[config.mk]
export PLATFORM = sky130hd
export DESIGN_NAME = vcm_mult
export DESIGN_NICKNAME = d
export VERILOG_FILES = /design/src/rtl/vcm_pkg.sv /design/src/rtl/vcm_cell2.sv /design/src/rtl/vcm_csa.sv /design/src/rtl/vcm_level.sv /design/src/rtl/vcm_mult.sv
export SDC_FILE = /design/constraint.sdc
export NUM_CORES = 2
export LEC_CHECK = 0
export ABC_CLOCK_PERIOD_IN_PS = 27600
export BUFFER_PORTS_ARGS = -buffer_cell sky130_fd_sc_hd__buf_2
export CAP_MARGIN = 40
export CORE_MARGIN = 2
export CORE_UTILIZATION = 25
export DETAILED_ROUTE_END_ITERATION = 8
export RECOVER_POWER = 25
export SYNTH_ARGS = -nofsm -noshare
export SYNTH_HDL_FRONTEND = slang
export SYNTH_HIERARCHICAL = 1
export SYNTH_SLANG_ARGS = --single-unit
export TNS_END_PERCENT = 20
[constraint.sdc]
create_clock -name vclk -period 27.6
set_input_delay 5.52 -clock vclk [all_inputs]
set_output_delay 5.52 -clock vclk [all_outputs]
set_load 0.01 [all_outputs]
[src/rtl/vcm_pkg.sv]
package vcm_pkg;
    localparam int MIN_W = 2;
    localparam int MAX_W = 32;

    // Smallest power of two that is at least w (never below MIN_W).
    function automatic int core_width(input int w);
        int r;
        r = MIN_W;
        while (r < w) r = r * 2;
        return r;
    endfunction
endpackage

[src/rtl/vcm_cell2.sv]
module vcm_cell2 (
    input  logic [1:0] cell_a,
    input  logic [1:0] cell_b,
    output logic [3:0] cell_p
);
    logic       col0;
    logic [1:0] col1;
    logic [1:0] col2;

    always_comb begin
        col0   = cell_a[0] & cell_b[0];
        col1   = {1'b0, cell_a[1] & cell_b[0]} + {1'b0, cell_a[0] & cell_b[1]};
        col2   = {1'b0, col1[1]} + {1'b0, cell_a[1] & cell_b[1]};
        cell_p = {col2, col1[0], col0};
    end

    // 3 x 3 is the largest 2x2 product
    always_comb begin
        assert_cell_range_R2: assert (cell_p <= 4'd9)
            else $error("cell product %0d out of range", cell_p);
    end
endmodule

[src/rtl/vcm_csa.sv]
module vcm_csa #(
    parameter int W = 8
) (
    input  logic [W-1:0] in_x,
    input  logic [W-1:0] in_y,
    input  logic [W-1:0] in_z,
    output logic [W-1:0] sum_o,
    output logic [W-1:0] carry_o
);
    logic [W-1:0] maj;

    always_comb begin
        sum_o   = in_x ^ in_y ^ in_z;
        maj     = (in_x & in_y) | (in_x & in_z) | (in_y & in_z);
        carry_o = {maj[W-2:0], 1'b0};
    end

    // sum plus weighted carries, including the one leaving the row
    always_comb begin
        assert_csa_conserve_R7: assert (
            ({2'b00, sum_o} + {2'b00, carry_o} + {1'b0, maj[W-1], {W{1'b0}}})
            == ({2'b00, in_x} + {2'b00, in_y} + {2'b00, in_z}))
            else $error("carry-save row lost weight");
    end
endmodule

[src/rtl/vcm_level.sv]
module vcm_level #(
    parameter int W = 4
) (
    input  logic [W-1:0]   lvl_a,
    input  logic [W-1:0]   lvl_b,
    output logic [2*W-1:0] lvl_p
);
    localparam int H = W / 2;

    generate
        if (W == 2) begin : g_leaf
            vcm_cell2 u_cell (
                .cell_a(lvl_a),
                .cell_b(lvl_b),
                .cell_p(lvl_p)
            );
        end else begin : g_split
            logic [W-1:0]   sp_ll, sp_hl, sp_lh, sp_hh;
            logic [2*W-1:0] pp0, pp1, pp2, pp3;
            logic [2*W-1:0] s1, c1, s2, c2;

            vcm_level #(.W(H)) u_ll (.lvl_a(lvl_a[H-1:0]), .lvl_b(lvl_b[H-1:0]), .lvl_p(sp_ll));
            vcm_level #(.W(H)) u_hl (.lvl_a(lvl_a[W-1:H]), .lvl_b(lvl_b[H-1:0]), .lvl_p(sp_hl));
            vcm_level #(.W(H)) u_lh (.lvl_a(lvl_a[H-1:0]), .lvl_b(lvl_b[W-1:H]), .lvl_p(sp_lh));
            vcm_level #(.W(H)) u_hh (.lvl_a(lvl_a[W-1:H]), .lvl_b(lvl_b[W-1:H]), .lvl_p(sp_hh));

            always_comb begin
                pp0 = {{W{1'b0}}, sp_ll};
                pp1 = {{H{1'b0}}, sp_hl, {H{1'b0}}};
                pp2 = {{H{1'b0}}, sp_lh, {H{1'b0}}};
                pp3 = {sp_hh, {W{1'b0}}};
            end

            vcm_csa #(.W(2*W)) u_row0 (
                .in_x(pp0), .in_y(pp1), .in_z(pp2),
                .sum_o(s1), .carry_o(c1)
            );
            vcm_csa #(.W(2*W)) u_row1 (
                .in_x(s1), .in_y(c1), .in_z(pp3),
                .sum_o(s2), .carry_o(c2)
            );

            assign lvl_p = s2 + c2;
        end
    endgenerate

    always_comb begin
        assert_zero_operand_R3: assert (!((lvl_a == '0) || (lvl_b == '0)) || (lvl_p == '0))
            else $error("zero operand gave nonzero product");
        assert_unit_operand_R4: assert (!(lvl_a == W'(1)) || (lvl_p == {{W{1'b0}}, lvl_b}))
            else $error("unit operand did not pass the other through");
    end
endmodule

[src/rtl/vcm_mult.sv]
module vcm_mult #(
    parameter int OPER_W = 32
) (
    input  logic [OPER_W-1:0]   mul_a,
    input  logic [OPER_W-1:0]   mul_b,
    output logic [2*OPER_W-1:0] mul_p
);
    localparam int CORE_W = vcm_pkg::core_width(OPER_W);

    logic [CORE_W-1:0]   ext_a, ext_b;
    logic [2*CORE_W-1:0] core_p;

    assign ext_a = CORE_W'(mul_a);
    assign ext_b = CORE_W'(mul_b);

    vcm_level #(.W(CORE_W)) u_core (
        .lvl_a(ext_a),
        .lvl_b(ext_b),
        .lvl_p(core_p)
    );

    assign mul_p = core_p[2*OPER_W-1:0];

    generate
        if (CORE_W > OPER_W) begin : g_pad
            always_comb begin
                assert_pad_zero_R8: assert (core_p[2*CORE_W-1:2*OPER_W] == '0)
                    else $error("padded core produced high product bits");
            end
        end
    endgenerate
endmodule

==> metrics.md <==
| Metric | Value |
|---|---|
| CP Data Required Time | `22.08 ns` |
| Worst path arrival time | `19.29 ns` |
| Die Height | `633 um` |
| Area Overhead vs Synth | `11.2%` |
| Nets@finish | `14,700` |
| Post-detailed-route count of antenna-violating nets | `0` |
| Hold Crit Depth | `20` |
| Vias per cell | `4.34` |
| Critical Path Slowest Stage Cell | `clkbuf_1` |
| Number of distinct library cells after synthesis | `103` |
| Port Buffers | `128` |
| Core box area | `395,000 um2` |
| Share of cells above drive strength 1 | `4.21%` |
| Ys Warns | `6` |
| Largest net degree at the start of global routing | `33` |
| Fmax | `40.3 MHz` |
| DPL Wire Length | `219 mm` |
| Max Cap Viol | `1` |
| Status | `complete, but fails checks` |
| Fin crit period | `24.81 ns` |
| First DRT Iteration DRCs | `3,597` |
| GRT overflow | `0` |
| Critical Path Source Type | `input port` |
| Total wire length | `247 mm` |
| CP Capture Type | `primary output` |
| Num sequential | `0` |
| Die area | `401,000 um2` |
| Syn Inst Count | `9,848` |
| Die width | `633 um` |
| GRT Total Usage | `12.7%` |
| RSZ-0062 raised after global routing | `false` |
| CTS Hold Bufs | `0` |
| FF+latch area | `0 um2` |
| Initial antenna violation count | `45` |
| Finished Layout Cells | `16,600` |
| Remaining routing DRC violations | `0` |
| Row cnt | `231` |
| Clock Buffer Count | `0` |
| Pins over their slew limit | `34` |
| Worst hold path startpoint | `mul_b[31]` |
| Syn avg cell area | `10.1 um2` |
| Worst Hold Slack | `14.20 ns` |
| Setup bufs post-CTS | `0` |
| Crit path top cell by count | `fa_1` |
| Final Hold Vio Count | `0` |
| # IOs | `128` |
| Largest stage delay, worst path | `1.23 ns` |
| Global-route wire length before repair | `406 mm` |
| Vias in the first global route | `73,900` |
| Tcrit/Tclk final | `89.9%` |
| Post-cts sizing count | `0` |
| First-pass DRT Iterations | `5` |
| Sum Neg Setup Slack | `0 ns` |
| Failing checks | `max-capacitance violations, max-slew violations` |
| Crit path kind | `in -> out` |
| Setup violations, final | `0` |
| Hold Crit Class | `in -> out` |
| Hold EP | `mul_p[63]` |
| Gpl congestion | `0.882` |
| Drt wl/cell | `14.9 um` |
| Placed cells | `16,600` |
| Slew @ Worst Pin | `1.76 ns` |
| Area of the mapped netlist | `99,000 um2` |
| Relative slew slack | `-17.4%` |
| Register area share after synthesis | `0%` |
| Crit Path Max Fanout | `33` |
| Via count | `72,100` |
| Starting density of the core | `25.1%` |
==> worst max path at each step <==
stage / startpoint / slack [ns] / endpoint
after floorplan: mul_a[6] / 6.22 / mul_p[62]
after global placement: mul_a[7] / 3.55 / mul_p[60]
after detailed placement: mul_a[8] / 3.54 / mul_p[60]
after CTS: mul_a[8] / 3.51 / mul_p[60]
after global routing: mul_b[0] / 2.11 / mul_p[60]
final: mul_b[0] / 2.79 / mul_p[60]
==> cell usage after synthesis, types with 53 or more instances <==
| cell type | instances | area share, % |
|---|---|---|
| a211oi_1 | 131 | 0.99 |
| a21o_1 | 219 | 1.7 |
| a21oi_1 | 711 | 3.6 |
| a31oi_1 | 57 | 0.36 |
| a41oi_1 | 57 | 0.50 |
| and2_1 | 1037 | 6.6 |
| buf_2 | 85 | 0.43 |
| buf_4 | 430 | 3.3 |
| conb_1 | 255 | 0.97 |
| fa_1 | 1835 | 37 |
| ha_1 | 1387 | 18 |
| inv_1 | 378 | 1.4 |
| nand2_1 | 315 | 1.2 |
| nand3_1 | 167 | 0.84 |
| nand4_1 | 68 | 0.43 |
| nor2_1 | 299 | 1.1 |
| nor2b_4 | 64 | 0.89 |
| nor3_1 | 104 | 0.53 |
| o211ai_1 | 136 | 1.0 |
| o21a_1 | 100 | 0.76 |
| o21ai_0 | 298 | 1.5 |
| o21ai_1 | 86 | 0.43 |
| o21bai_1 | 96 | 0.73 |
| o31a_1 | 64 | 0.57 |
| or4_1 | 53 | 0.40 |
| xnor2_1 | 418 | 3.7 |
| xor2_1 | 234 | 2.1 |
| xor3_1 | 170 | 4.1 |
==> per-layer routing <==
layer	vias to the layer above	global-route usage [%]	part of all wire, %
li1	35000	-	-
met1	35900	18.5	48
met2	1097	21.4	47
met3	114	0.339	3.4
met4	8	1.46	1.6
met5	-	0	0.021
==> cell type report <==
| type | count | area [um2] |
|---|---|---|
| Tap cell | 5242 | 6560 |
| Timing Repair Buffer | 228 | 1400 |
| Antenna cell | 15 | 37.5 |
| Multi-Input combinational cell | 10800 | 101000 |
| Inverter | 379 | 1420 |
| Fill cell | 42200 | 285000 |
==> critical path: cells and delay by family <==
kind	cells	cell delay (ns)
AO/OA/AOI/OAI	16	4.65
buffers and inverters	3	1.53
AND/OR/NAND/NOR	6	1.38
XOR/XNOR	2	0.55
adder cells (fa/ha/maj)	14	5.60
==> stage by stage <==
| stage | worst slack (ns) | instance area (um2) | utilization (%) |
|---|---|---|---|
| 5_1_grt | 2.11 | 110000 | 27.9 |
| 3_5_place_dp | 3.54 | 110000 | 27.9 |
| 4_1_cts | 3.51 | 110000 | 27.9 |
| 2_1_floorplan | 6.22 | 106000 | - |
| 3_3_place_gp | 3.55 | 110000 | 27.8 |
| 6_report | 2.79 | 110000 | 27.9 |
==> placed cells by master, fill, tap and decap left out, types with 68 or more instances in the layout <==
master	instances
a211oi_1	131
a21o_1	219
a21oi_1	711
and2_1	1035
buf_2	122
buf_4	90
conb_1	2090
fa_1	1835
ha_1	1387
inv_1	378
nand2_1	315
nand3_1	167
nand4_1	68
nor2_1	299
nor3_1	104
o211ai_1	137
o21a_1	100
o21ai_0	299
o21ai_1	85
o21bai_1	96
xnor2_1	418
xor2_1	234
xor3_1	170
==> kinds of logic after synthesis <==
kind of cell,count (synthesis),share of synthesized area [%]
buf+inv,924,5.27
fa+ha+maj,3222,54.6
compound gates,2228,14.9
simple gates,2368,14.1
xor+xnor,822,9.85
mux,29,0.293
other cells,255,0.967
